### src/rtl/prc_pkg.sv
package prc_pkg;
  localparam int DW = 32;
  localparam int KW = 4;

  typedef struct packed {
    logic [DW-1:0] data;
    logic [KW-1:0] k;
  } word_t;

  localparam logic [KW-1:0] K_PRIM = 4'b0001;
  localparam logic [DW-1:0] CONT_W = 32'h9999AA7C;
  localparam logic [DW-1:0] HOLD_W = 32'hD5D5AA7C;

  function automatic logic is_prim(word_t w);
    return w.k == K_PRIM;
  endfunction

  function automatic logic is_word(word_t w, logic [DW-1:0] code);
    return (w.k == K_PRIM) && (w.data == code);
  endfunction
endpackage

### src/rtl/prc_filler_gen.sv
module prc_filler_gen #(
  parameter int W = 32,
  parameter logic [W-1:0] SEED = '1,
  parameter logic [W-1:0] POLY = '1
) (
  input  logic         clk,
  input  logic         rst,
  input  logic         restart,
  input  logic         advance,
  output logic [W-1:0] fill
);
  logic [W-1:0] state_q;
  logic [W-1:0] state_nx;

  always_comb begin
    state_nx = state_q >> 1;
    if (state_q[0]) state_nx = state_nx ^ POLY;
  end

  always_ff @(posedge clk) begin
    if (rst || restart) state_q <= SEED;
    else if (advance)   state_q <= state_nx;
  end

  assign fill = state_q;
endmodule

### src/rtl/prc_tx_compress.sv
module prc_tx_compress import prc_pkg::*; #(
  parameter int HIST_LEN = 3,
  parameter logic [DW-1:0] FILL_SEED = 32'hF0F6E3A1,
  parameter logic [DW-1:0] FILL_POLY = 32'h80200003
) (
  input  logic  clk,
  input  logic  rst,
  input  logic  clr_hist,
  input  word_t in_w,
  output word_t out_w
);
  word_t        hist_q [HIST_LEN];
  word_t        out_q;
  logic         run_q;
  logic         rep;
  logic [DW-1:0] fill;

  always_comb begin
    rep = 1'b1;
    for (int i = 0; i < HIST_LEN; i++)
      if (!is_prim(hist_q[i]) || hist_q[i] != in_w) rep = 1'b0;
  end

  prc_filler_gen #(.W(DW), .SEED(FILL_SEED), .POLY(FILL_POLY)) filler_i (
    .clk(clk), .rst(rst), .restart(!rep), .advance(rep && run_q), .fill(fill)
  );

  always_ff @(posedge clk) begin
    if (rst) begin
      out_q <= '0;
      run_q <= 1'b0;
      for (int i = 0; i < HIST_LEN; i++) hist_q[i] <= '0;
    end else begin
      run_q <= rep;
      if (!rep)       out_q <= in_w;
      else if (run_q) out_q <= '{data: fill, k: '0};
      else            out_q <= '{data: CONT_W, k: K_PRIM};
      if (clr_hist) begin
        for (int i = 0; i < HIST_LEN; i++) hist_q[i] <= '0;
      end else begin
        for (int i = 0; i < HIST_LEN - 1; i++) hist_q[i] <= hist_q[i+1];
        hist_q[HIST_LEN-1] <= in_w;
      end
    end
  end

  assign out_w = out_q;


  run_start_marker_chk: assert property (@(posedge clk) disable iff (rst)
    $rose(run_q) |-> (out_q.data == CONT_W && out_q.k == K_PRIM));

  nonprim_pass_chk: assert property (@(posedge clk) disable iff (rst)
    !is_prim(in_w) |=> (out_q == $past(in_w)));
endmodule

### src/rtl/prc_rx_expand.sv
module prc_rx_expand import prc_pkg::*; (
  input  logic  clk,
  input  logic  rst,
  input  logic  in_valid,
  input  word_t in_w,
  output logic  out_valid,
  output word_t out_w,
  output logic  hold_in_cont
);
  logic  cont_q;
  word_t last_q;
  word_t out_q;
  logic  vld_q;

  assign hold_in_cont = in_valid && cont_q && is_word(in_w, HOLD_W);

  always_ff @(posedge clk) begin
    if (rst) begin
      cont_q <= 1'b0;
      last_q <= '0;
      out_q  <= '0;
      vld_q  <= 1'b0;
    end else begin
      vld_q <= 1'b0;
      if (in_valid) begin
        if (is_word(in_w, CONT_W)) begin
          cont_q <= 1'b1;
          out_q  <= last_q;
          vld_q  <= 1'b1;
        end else if (is_prim(in_w)) begin
          cont_q <= 1'b0;
          last_q <= in_w;
          out_q  <= in_w;
          vld_q  <= 1'b1;
        end else if (!cont_q) begin
          out_q <= in_w;
          vld_q <= 1'b1;
        end
      end
    end
  end

  assign out_valid = vld_q;
  assign out_w     = out_q;


  filler_drop_chk: assert property (@(posedge clk) disable iff (rst)
    (in_valid && cont_q && !is_prim(in_w)) |=> !vld_q);

  idle_quiet_chk: assert property (@(posedge clk) disable iff (rst)
    !in_valid |=> !vld_q);

  prim_clears_chk: assert property (@(posedge clk) disable iff (rst)
    (in_valid && is_prim(in_w) && !is_word(in_w, CONT_W)) |=> !cont_q);
endmodule

### src/rtl/prim_run_codec.sv
module prim_run_codec import prc_pkg::*; #(
  parameter int HIST_LEN = 3,
  parameter logic [DW-1:0] FILL_SEED = 32'hF0F6E3A1,
  parameter logic [DW-1:0] FILL_POLY = 32'h80200003
) (
  input  logic          clk,
  input  logic          rst,
  input  logic [DW-1:0] tx_in_data,
  input  logic [KW-1:0] tx_in_k,
  output logic [DW-1:0] tx_out_data,
  output logic [KW-1:0] tx_out_k,
  input  logic          rx_in_valid,
  input  logic [DW-1:0] rx_in_data,
  input  logic [KW-1:0] rx_in_k,
  output logic          rx_out_valid,
  output logic [DW-1:0] rx_out_data,
  output logic [KW-1:0] rx_out_k
);
  word_t tx_o, rx_o;
  logic  clr_hist;

  prc_rx_expand rx_i (
    .clk(clk), .rst(rst), .in_valid(rx_in_valid),
    .in_w('{data: rx_in_data, k: rx_in_k}),
    .out_valid(rx_out_valid), .out_w(rx_o), .hold_in_cont(clr_hist)
  );

  prc_tx_compress #(.HIST_LEN(HIST_LEN), .FILL_SEED(FILL_SEED), .FILL_POLY(FILL_POLY)) tx_i (
    .clk(clk), .rst(rst), .clr_hist(clr_hist),
    .in_w('{data: tx_in_data, k: tx_in_k}), .out_w(tx_o)
  );

  assign tx_out_data = tx_o.data;
  assign tx_out_k    = tx_o.k;
  assign rx_out_data = rx_o.data;
  assign rx_out_k    = rx_o.k;
endmodule

### config.mk
export PLATFORM = sky130hd
export DESIGN_NAME = prim_run_codec
export DESIGN_NICKNAME = d
export VERILOG_FILES = /design/src/rtl/prc_pkg.sv /design/src/rtl/prc_filler_gen.sv /design/src/rtl/prc_tx_compress.sv /design/src/rtl/prc_rx_expand.sv /design/src/rtl/prim_run_codec.sv
export SDC_FILE = /design/constraint.sdc
export NUM_CORES = 1
export LEC_CHECK = 0
export BUFFER_PORTS_ARGS = -buffer_cell sky130_fd_sc_hd__buf_2
export CAP_MARGIN = 20
export CORE_MARGIN = 2
export CORE_UTILIZATION = 49
export CTS_BUF_LIST = sky130_fd_sc_hd__clkbuf_8
export CTS_CLUSTER_SIZE = 12
export DETAILED_ROUTE_END_ITERATION = 8
export GPL_ROUTABILITY_DRIVEN = 0
export GPL_TIMING_DRIVEN = 0
export MAX_ROUTING_LAYER = met4
export PLACE_DENSITY = 0.79
export SYNTH_ARGS = -nofsm -noshare
export SYNTH_HDL_FRONTEND = slang
export SYNTH_HIERARCHICAL = 1
export SYNTH_SLANG_ARGS = --single-unit
export TNS_END_PERCENT = 30
### constraint.sdc
create_clock -name clk -period 4.5 [get_ports clk]
set_clock_uncertainty 0.05 [all_clocks]
set_input_delay 1.35 -clock clk [delete_from_list [all_inputs] [get_ports clk]]
set_output_delay 1.35 -clock clk [all_outputs]
set_load 0.02 [all_outputs]
==> results of run 1 <==
[worst max path at each step]
stage | to
floorplan | tx_i/filler_i/fill[28]
global placement | tx_i/filler_i/fill[22]
detailed placement | tx_i/filler_i/fill[13]
CTS | tx_i/filler_i/fill[22]
global route | tx_i/filler_i/fill[22]
finish | tx_i/filler_i/fill[22]
[metal layers]
metal / wire (um) / track usage / vias up
met4: 1175 / 0.1149 / 0
met2: 13870 / 0.4033 / 371
met1: 12090 / 0.3101 / 4078
met3: 2340 / 0.04833 / 86
met5: 0 / - / -
li1: - / - / 4068
[cell usage after synthesis, types with 6 or more instances]
master,number,area (sq um)
a211oi_1,24,180.2
a211oi_2,13,162.7
a21oi_1,53,265.3
a22oi_1,10,75.07
a311oi_1,8,70.07
a311oi_2,10,150.1
and2_1,112,700.7
and3_1,6,37.54
buf_2,11,55.05
buf_4,36,270.3
buf_6,9,101.4
clkbuf_1,26,97.59
dfxtp_1,143,2863
edfxtp_1,108,3243
inv_1,19,71.32
mux2i_1,79,790.8
nand2_1,18,67.56
nand3_1,16,80.08
nand4_1,34,212.7
nor2_1,84,315.3
nor4_1,16,100.1
o21ai_0,16,80.08
or3_1,12,75.07
xnor2_1,45,394.1
xor2_1,29,254.0
[final cells by class]
| cell class | instances | area [sq um] | share of cell area |
|---|---|---|---|
| inverters | 19 | 71.32 | 0.005262 |
| multi-input cells | 747 | 4903 | 0.3618 |
| plain buffers | 89 | 609.3 | 0.04496 |
| clock inverters | 29 | 121.4 | 0.008955 |
| repair buffers | 147 | 735.7 | 0.05428 |
| diodes | 1 | 2.502 | 0.0001846 |
| clock buffers | 47 | 646.9 | 0.04773 |
| well taps | 285 | 356.6 | 0.02631 |
| flip-flops and latches | 251 | 6106 | 0.4505 |
[logic make-up (layout without fill, tap and decap cells)]
group                  Yosys count  after routing  synth area share
AND/OR/NAND/NOR                343            343            0.1771
flip-flops                     251            251            0.5409
AO/OA/AOI/OAI                  143            143           0.09388
buffers and inverters          108            331           0.06030
multiplexers                    79             79           0.07005
XOR/XNOR                        74             74           0.05742
other                            1            109         0.0003322
[registers in the layout, summed over array words and instances, names as in the netlist]
| signal | cells |
|---|---|
| rx_i/out_valid | 1 |
| tx_i/hist_q | 108 |
| rx_i/last_q | 36 |
| tx_i/out_w | 36 |
| rx_i/cont_q | 1 |
| rx_i/out_w | 36 |
| tx_i/run_q | 1 |
| tx_i/filler_i/fill | 32 |
[critical path, stage by stage]
cell and delay, ns:
buf_2 0.14, or4_1 0.57, a222oi_1 0.39, and3_1 0.31
nand2_1 0.10, nor3_1 0.41, inv_1 0.17, nor2_2 0.44
buf_2 0.32, nand2_1 0.08
[stage by stage]
| stage | hold slack, ns | instance area [sq um] | worst slack, ns | cells |
|---|---|---|---|---|
| 2_1_floorplan | 0.3801 | 11690 | 0.9509 | 1106 |
| 3_3_place_gp | 0.3939 | 12780 | 0.2009 | 1538 |
| 3_5_place_dp | 0.3956 | 12780 | 0.1811 | 1538 |
| 4_1_cts | 0.4131 | 13550 | 0.7396 | 1614 |
| 5_1_grt | 0.4519 | 13550 | 0.5117 | 1615 |
| 6_report | 0.4128 | 13550 | 0.5840 | 1615 |
[report_power, final]
group,switching [mW],internal (mW)
clock network,0.898,0.957
registers,0.0599,2.50
logic,0.309,0.181
total,1.27,3.64
==> impl_metrics.json, run 1 <==
{
  "layout_common_cells": "buf_2, dfxtp_1, and2_1",
  "rows": 55,
  "dieWidth_um": 155.8,
  "dpl.hpwl_um": 22070,
  "reg2reg_depth": 9,
  "required_ns": 4.87,
  "fmax_mhz": 255.4,
  "ctsResizeCount": 0,
  "cts.clk_slew.worst_paths_ns": 0.06,
  "first_global_vias": 8806,
  "arrival_ns": 4.29,
  "viasPerCell": 5.327,
  "r2r-end": "tx_i/filler_i/fill[22]",
  "core_sq_um": 22640,
  "r2r_start": "tx_i/hist_q[0][15]",
  "fin_setup_tns_ns": 0,
  "synth_top_flop_cell": "dfxtp_1",
  "power.total_mw": 4.905,
  "start_util": 0.4986,
  "wl_per_cell_um": 18.25,
  "gr-total-overflow": 0,
  "io_buffers": 147,
  "drtIter0Drc": 547,
  "ys_ff_latch": 251,
  "cp-start-kind": "primary input",
  "drive_gt1_frac": 0.2257,
  "end_kind": "flop",
  "grt_max_degree": 11,
  "crit_start": "tx_in_data[11]",
  "cts_tree": "done",
  "path_max_fanout": 10,
  "synth_edf_count": 108,
  "ys_seq_area_frac": 0.5409,
  "antenna_left": 0,
  "drt-total-wl_um": 29470,
  "clock-root-buffer": "clkbuf_8",
  "relSlewSlack": 0.5467,
  "grt_pass1_wl_um": 45830,
  "die_h_um": 155.8,
  "die_area_sq_um": 24270,
  "dr.pass1.iters": 6,
  "antenna_found_initial": 1,
  "synthesis.area_per_instance_sq_um": 11.30,
  "p_leak_nw": 5.627,
  "ir_drop_mv": 0.2607,
  "fillers": 1864,
  "power_density_nw_per_um2": 361.9,
  "synth.distinct_cells": 59,
  "drv_slew": 0,
  "postLayoutCoreUtil": 0.5986,
  "syn_area_sq_um": 11290,
  "max_cap_viol_count": 0,
  "hp-start": "rx_i/last_q[0]",
  "synth_warnings": 6,
  "fin_crit_ns": 3.916,
  "syn2layout_area_growth_pct": 20.06,
  "status": "finished, final reports clean",
  "cts_htree_levels": 2,
  "period_share": 0.8702,
  "clk_path_buf_depth": 3,
  "synth_cells": 999,
  "async_flop_share": 0,
  "num_vias": 8603,
  "hold_viol_final": 0,
  "holdPathStages": 2,
  "setup_viol": 0,
  "fin_nets": 1372,
  "clock_sinks": 251,
  "drc": 0,
  "postCtsHoldBufs": 0,
  "hold_end": "rx_i/last_q[0]",
  "crit_type": "primary input to flop",
  "post_cts.repair.setup_buffers": 0,
  "worst_pin_slew_ns": 0.6800,
  "numCtsBuffers": 42,
  "io_pins": 148,
  "layout_commonest_cell": "buf_2",
  "grt_setup_unrepaired": "no",
  "grt_use_total": 0.2517,
  "min_path_type": "flop to flop",
  "clock_latency_ns": 0.54,
  "rrSetupSlack_ns": 1.12
}
(Power assumes the default switching activity.)
==> run 2, diff against run 1 <==
--- a/config.mk
+++ b/config.mk
@@ -7,6 +7,7 @@
 export LEC_CHECK = 0
 export BUFFER_PORTS_ARGS = -buffer_cell sky130_fd_sc_hd__buf_2
 export CAP_MARGIN = 20
+export CORE_ASPECT_RATIO = 0.7
 export CORE_MARGIN = 2
 export CORE_UTILIZATION = 49
 export CTS_BUF_LIST = sky130_fd_sc_hd__clkbuf_8
@@ -16,6 +17,7 @@
 export GPL_TIMING_DRIVEN = 0
 export MAX_ROUTING_LAYER = met4
 export PLACE_DENSITY = 0.79
+export REMOVE_ABC_BUFFERS = 1
 export SYNTH_ARGS = -nofsm -noshare
 export SYNTH_HDL_FRONTEND = slang
 export SYNTH_HIERARCHICAL = 1
==> run 2 against run 1 <==
Hold slack worse by 0.00090 ns. Critical path depth is 2 lower. Cell count is 3.1% lower. Sequential power hardly changed. Critical endpoint is now tx_i/out_w[10]. Combinational power hardly changed.
==> impl_metrics.json, run 2 (same netlist as run 1, synthesis figures left out) <==
{
  "status": "finished, final reports clean",
  "p_leak_nw": 5.461,
  "layout_commonest_cell": "buf_2",
  "fmax_mhz": 235.8,
  "required_ns": 4.83,
  "max_stage_delay_ns": 0.77,
  "numCtsBuffers": 40,
  "crit_type": "primary input to flop",
  "dpl.hpwl_um": 19720,
  "path_max_fanout": 16,
  "drive_gt1_frac": 0.2110,
  "die_area_sq_um": 24290,
  "core_sq_um": 22620,
  "setup_viol": 0,
  "clock_sinks": 251,
  "io_pins": 148,
  "fin_nets": 1294,
  "clock_latency_ns": 0.55,
  "worst-path-buf-inv": 2,
  "drt-total-wl_um": 27660,
  "cts_htree_levels": 2,
  "largest_register": "tx_i/hist_q",
  "grt_pass1_wl_um": 41880,
  "ir_drop_mv": 0.2490,
  "start_util": 0.4991,
  "clock-root-buffer": "clkbuf_8",
  "dieWidth_um": 185.4,
  "grt_max_degree": 64,
  "rows": 46,
  "clk_path_buf_depth": 3,
  "cts_tree": "done",
  "io_buffers": 147,
  "grt_setup_unrepaired": "no",
  "viasPerCell": 5.272,
  "cp-start-kind": "primary input",
  "dr.pass1.iters": 5,
  "period_share": 0.9425,
  "arrival_ns": 4.57,
  "antenna_found_initial": 2,
  "syn2layout_area_growth_pct": 18.75,
  "fin_setup_tns_ns": 0,
  "first_global_vias": 7809,
  "relSlewSlack": 0.2401,
  "max_cap_viol_count": 0,
  "critical_path.top_delay_family": "simple AND/OR/NAND/NOR gates",
  "hold_viol_final": 0,
  "min_path_type": "flop to flop",
  "drv_slew": 0,
  "largest_reg_flops": 108,
  "stdcell_count": 1565,
  "drtIter0Drc": 808,
  "wl_per_cell_um": 17.68,
  "end_kind": "flop",
  "die_h_um": 131.0,
  "power_density_nw_per_um2": 381.1,
  "layout_common_cells": "buf_2, dfxtp_1, and2_1",
  "worst_pin_slew_ns": 1.131,
  "cts.clk_slew.worst_paths_ns": 0.06,
  "cp_cell_sequence": "buf_2, or4_1, a222oi_1, and3_1, nand4_1, nor2_2, buf_16, a311oi_1",
  "drc": 0,
  "num_vias": 8250,
  "slowest_stage": "nor2_2",
  "fin_crit_ns": 4.241,
  "grt_use_total": 0.2333,
  "antenna_left": 0,
  "gr-total-overflow": 0,
  "post_cts.repair.setup_buffers": 0,
  "postCtsHoldBufs": 0,
  "worst_hold_slack_ns": 0.4119,
  "fillers": 1932,
  "dp_cells": 1487
}
==> run 2: cell types whose count changed in the layout (fill, tap and decap cells not counted), sizes merged <==
| cell | before | now |
|---|---|---|
| buf | 207 | 159 |
| diode | 1 | 2 |
| and2 | 113 | 114 |
| clkbuf | 74 | 52 |
| clkinvlp | 1 | 2 |
| dlygate4sd1 | 2 | 0 |
| clkinv | 12 | 5 |
| inv | 35 | 32 |
| bufinv | 0 | 2 |
==> run 2: path summary, 6_finish.rpt <==
kind                            slack (ns)                from  cells past startpoint             end
worst max-delay path                  0.26      tx_in_data[11]                      8  tx_i/out_w[10]
worst max register to register        0.79  tx_i/hist_q[0][15]                      7  tx_i/out_w[10]
worst min-delay path                  0.41      rx_i/last_q[2]                      1  rx_i/last_q[2]
worst min register to register        0.41      rx_i/last_q[2]                      1  rx_i/last_q[2]
==> run 2: metrics by stage <==
stage | util | cell area [sq um] | total power, mW | setup slack, ns
2_1_floorplan | - | 11080 | 2.865 | -2.805
3_3_place_gp | 0.5397 | 12210 | 3.066 | -4.785
3_5_place_dp | 0.5519 | 12480 | 3.085 | -0.6502
4_1_cts | 0.5902 | 13350 | 5.152 | 0.1889
5_1_grt | 0.5927 | 13410 | 5.313 | 0.08188
6_report | 0.5927 | 13410 | 5.109 | 0.2586
==> run 2: worst reg2reg max path, cell delays in order (launching register included) <==
cell and delay [ns]:
edfxtp_1 0.39, or4_1 0.61, a222oi_1 0.35, and3_1 0.30, nand4_1 0.72, nor2_2 0.77
buf_16 0.23, a311oi_1 0.14
==> run 2: what timing repair did <==
item	CTS	global route
gates cloned	0	1
endpoints found under the setup margin	29	32
pin swaps	0	1
resized for setup	1	3
==> run 2: area by class of cell <==
class	count	area, sq um	share of cell area
Antenna cell	2	5.005	0.0003733
Clock buffer	52	715.7	0.05339
Clock inverter	22	148.9	0.01111
Inverter	19	71.32	0.005320
Multi-Input combinational cell	748	4964	0.3703
Sequential cell	251	6106	0.4555
Tap cell	312	390.4	0.02912
Timing Repair Buffer	159	1005	0.07495
==> run 2: per-layer routing <==
| metal | vias up | GRT usage | wire, um |
|---|---|---|---|
| met5 | - | - | 0 |
| met4 | 0 | 0.06443 | 427 |
| met1 | 3948 | 0.3395 | 13000 |
| li1 | 3920 | - | - |
| met3 | 38 | 0.05793 | 2512 |
| met2 | 344 | 0.3205 | 11720 |
==> run 2: power by group <==
group | internal (mW) | total, mW | leakage [nW] | switching, mW
clock network | 1.15 | 2.06 | 0.491 | 0.906
registers | 2.50 | 2.56 | 2.26 | 0.0589
logic | 0.186 | 0.490 | 2.71 | 0.303
==> run 3, diff against run 2 <==
--- a/config.mk
+++ b/config.mk
@@ -5,6 +5,7 @@
 export SDC_FILE = /design/constraint.sdc
 export NUM_CORES = 1
 export LEC_CHECK = 0
+export ABC_AREA = 1
 export BUFFER_PORTS_ARGS = -buffer_cell sky130_fd_sc_hd__buf_2
 export CAP_MARGIN = 20
 export CORE_ASPECT_RATIO = 0.7
==> run 3 against run 2 <==
Non-clock buffer count shrank 8. Sequential power about the same. Sequential cell count unchanged. Register-to-register slack better by 0.20 ns. Clock power fell by 5%. Via count rose by 43%. Critical path depth is 10 higher. Critical path type unchanged.
==> impl_metrics.json, run 3 <==
{
  "ir_drop_mv": 0.2522,
  "io_pins": 148,
  "setup_viol": 0,
  "hold_viol_final": 0,
  "pwr-share-clk": 0.375,
  "pwr-share-comb": 0.131,
  "io_buffers": 147,
  "crit_start": "tx_in_data[4]",
  "power_switching_mw": 1.427,
  "multi_input_area_sq_um": 5663,
  "async_flop_share": 0,
  "viasPerCell": 4.907,
  "period_share": 0.9121,
  "max_cap_viol_count": 0,
  "r2r-end": "tx_i/filler_i/fill[1]",
  "arrival_ns": 4.53,
  "intPower_mw": 3.758,
  "required_ns": 4.93,
  "dr.pass1.iters": 7,
  "worst_hold_slack_ns": 0.3920,
  "power_density_nw_per_um2": 346.4,
  "path_max_fanout": 33,
  "antenna_found_initial": 0,
  "setup_ws_ns": 0.3955,
  "drc": 0,
  "drtIter0Drc": 1125,
  "rows": 50,
  "dp_cells": 2323,
  "gr-total-overflow": 0,
  "dpl.hpwl_um": 25240,
  "synth_edf_count": 108,
  "die_area_sq_um": 28410,
  "clock-root-buffer": "clkbuf_8",
  "wl_per_cell_um": 14.45,
  "reg2reg_depth": 16,
  "placed_cell_area_sq_um": 14150,
  "largest_reg_flops": 108,
  "grt_use_total": 0.2459,
  "grt_pass1_wl_um": 53720,
  "fin_area_sq_um": 14970,
  "dieWidth_um": 200.6,
  "holdPathStages": 2,
  "synth_top_flop_cell": "dfxtp_1",
  "synth.distinct_cells": 42,
  "fin_setup_tns_ns": 0,
  "power.total_mw": 5.186,
  "drive_gt1_frac": 0.1488,
  "start_util": 0.4975,
  "drv_slew": 0,
  "stdcell_count": 2400,
  "drt-total-wl_um": 34680,
  "synth_warnings": 6,
  "diodes": 0,
  "ys_seq_area_frac": 0.4606,
  "syn_area_sq_um": 13260,
  "p_sw_frac": 0.2753,
  "fmax_mhz": 243.6,
  "clock_latency_ns": 0.55,
  "synth_commonest_cells": "nand2_1, nor2_1, inv_1",
  "cp-start-kind": "primary input",
  "cts_tree": "done",
  "first_global_vias": 10432,
  "num_vias": 11776,
  "detailedPlace.worstSlack_ns": -0.1903,
  "p_leak_nw": 7.490,
  "die_h_um": 141.6,
  "min_path_type": "flop to flop",
  "fin_crit_ns": 4.104,
  "layout_commonest_cell": "nand2_1",
  "largest_register": "tx_i/hist_q",
  "post_cts.repair.setup_buffers": 0,
  "register_area_sq_um": 6106,
  "grt_max_degree": 84,
  "layout_common_cells": "nand2_1, nor2_1, inv_1",
  "clk_path_buf_depth": 3,
  "r2r_start": "tx_i/hist_q[0][80]",
  "synth_area_leaders": "edfxtp_1, dfxtp_1, nand2_1",
  "synth_top_area_frac": 0.2446,
  "postLayoutCoreUtil": 0.5617,
  "synth_cells": 1809,
  "endpoint": "tx_i/filler_i/fill[1]",
  "fin_nets": 2078,
  "end_kind": "flop",
  "synthesis.area_per_instance_sq_um": 7.329,
  "clock_sinks": 251,
  "rrSetupSlack_ns": 0.99,
  "status": "finished, final reports clean",
  "yosysTopAreaCell": "edfxtp_1",
  "syn2layout_area_growth_pct": 12.91,
  "antenna_left": 0,
  "ys_ff_latch": 251,
  "cts.clk_slew.worst_paths_ns": 0.06,
  "crit_type": "primary input to flop",
  "numCtsBuffers": 42,
  "p_seq_frac": 0.494,
  "worst_pin_slew_ns": 1.024,
  "relSlewSlack": 0.3171,
  "cts_htree_levels": 2,
  "fillers": 2526,
  "core_sq_um": 26650,
  "yosysMostFrequentCell": "nand2_1",
  "grt_setup_unrepaired": "no"
}
## run 3: layout make-up
class / count / share of cell area
Sequential cell: 251 / 0.4079
Multi-Input combinational cell: 1267 / 0.3783
Inverter: 290 / 0.07314
Timing Repair Buffer: 151 / 0.05567
Clock buffer: 52 / 0.04781
Tap cell: 364 / 0.03042
Clock inverter: 25 / 0.006770
## run 3: kinds of logic after synthesis
group / after synthesis / share of synthesized area
xor+xnor: 52 / 0.03945
other cells: 1 / 0.0002829
flops: 251 / 0.4606
buf+inv: 398 / 0.1439
simple gates: 1015 / 0.3163
compound gates: 92 / 0.03945
## run 3: worst min path at each step
stage / start / endpoint / slack (ns)
after global routing: rx_i/last_q[2] / rx_i/last_q[2] / 0.41
after global placement: rx_i/last_q[2] / rx_i/last_q[2] / 0.38
final: rx_i/last_q[2] / rx_i/last_q[2] / 0.39
after CTS: rx_i/last_q[2] / rx_i/last_q[2] / 0.39
after detailed placement: rx_i/last_q[2] / rx_i/last_q[2] / 0.38
after floorplan: rx_i/last_q[1] / rx_i/last_q[1] / 0.37
## run 3: critical path, stage by stage
cell and delay (ns):
buf_2 0.17, inv_2 0.06, nand2_1 0.06, nand2_1 0.08
nor2_1 0.31, nand2_1 0.09, nor2_1 0.24, nand2_1 0.11
nor2_2 0.13, nand2_2 0.07, nor2_4 0.60, inv_1 0.31
nor2_4 0.42, buf_8 0.23, nor2_1 0.06, nor2_1 0.10
nand2_1 0.07, inv_1 0.05
## run 3: per-layer routing
metal / track usage / part of all wire / up-vias
li1: - / - / 5763
met1: 0.3499 / 0.45 / 5417
met2: 0.3456 / 0.42 / 533
met3: 0.06247 / 0.11 / 63
met4: 0.06823 / 0.022 / 0
met5: - / 0 / -
## run 3: what timing repair did
| action | in CTS | in global routing |
|---|---|---|
| hold buffers | 0 | 0 |
| resized for setup | 0 | 1 |
| setup endpoints to repair | 0 | 28 |
## run 3: power groups by stage
| stage | Combinational [mW] | Sequential [mW] | Clock [mW] |
|---|---|---|---|
| after floorplan | 0.359 | 2.65 | 0 |
| after global placement | 0.636 | 2.60 | 0 |
| after detailed placement | 0.656 | 2.61 | 0 |
| after CTS | 0.662 | 2.56 | 2.01 |
| after global routing | 0.745 | 2.57 | 2.11 |
| final | 0.678 | 2.56 | 1.95 |
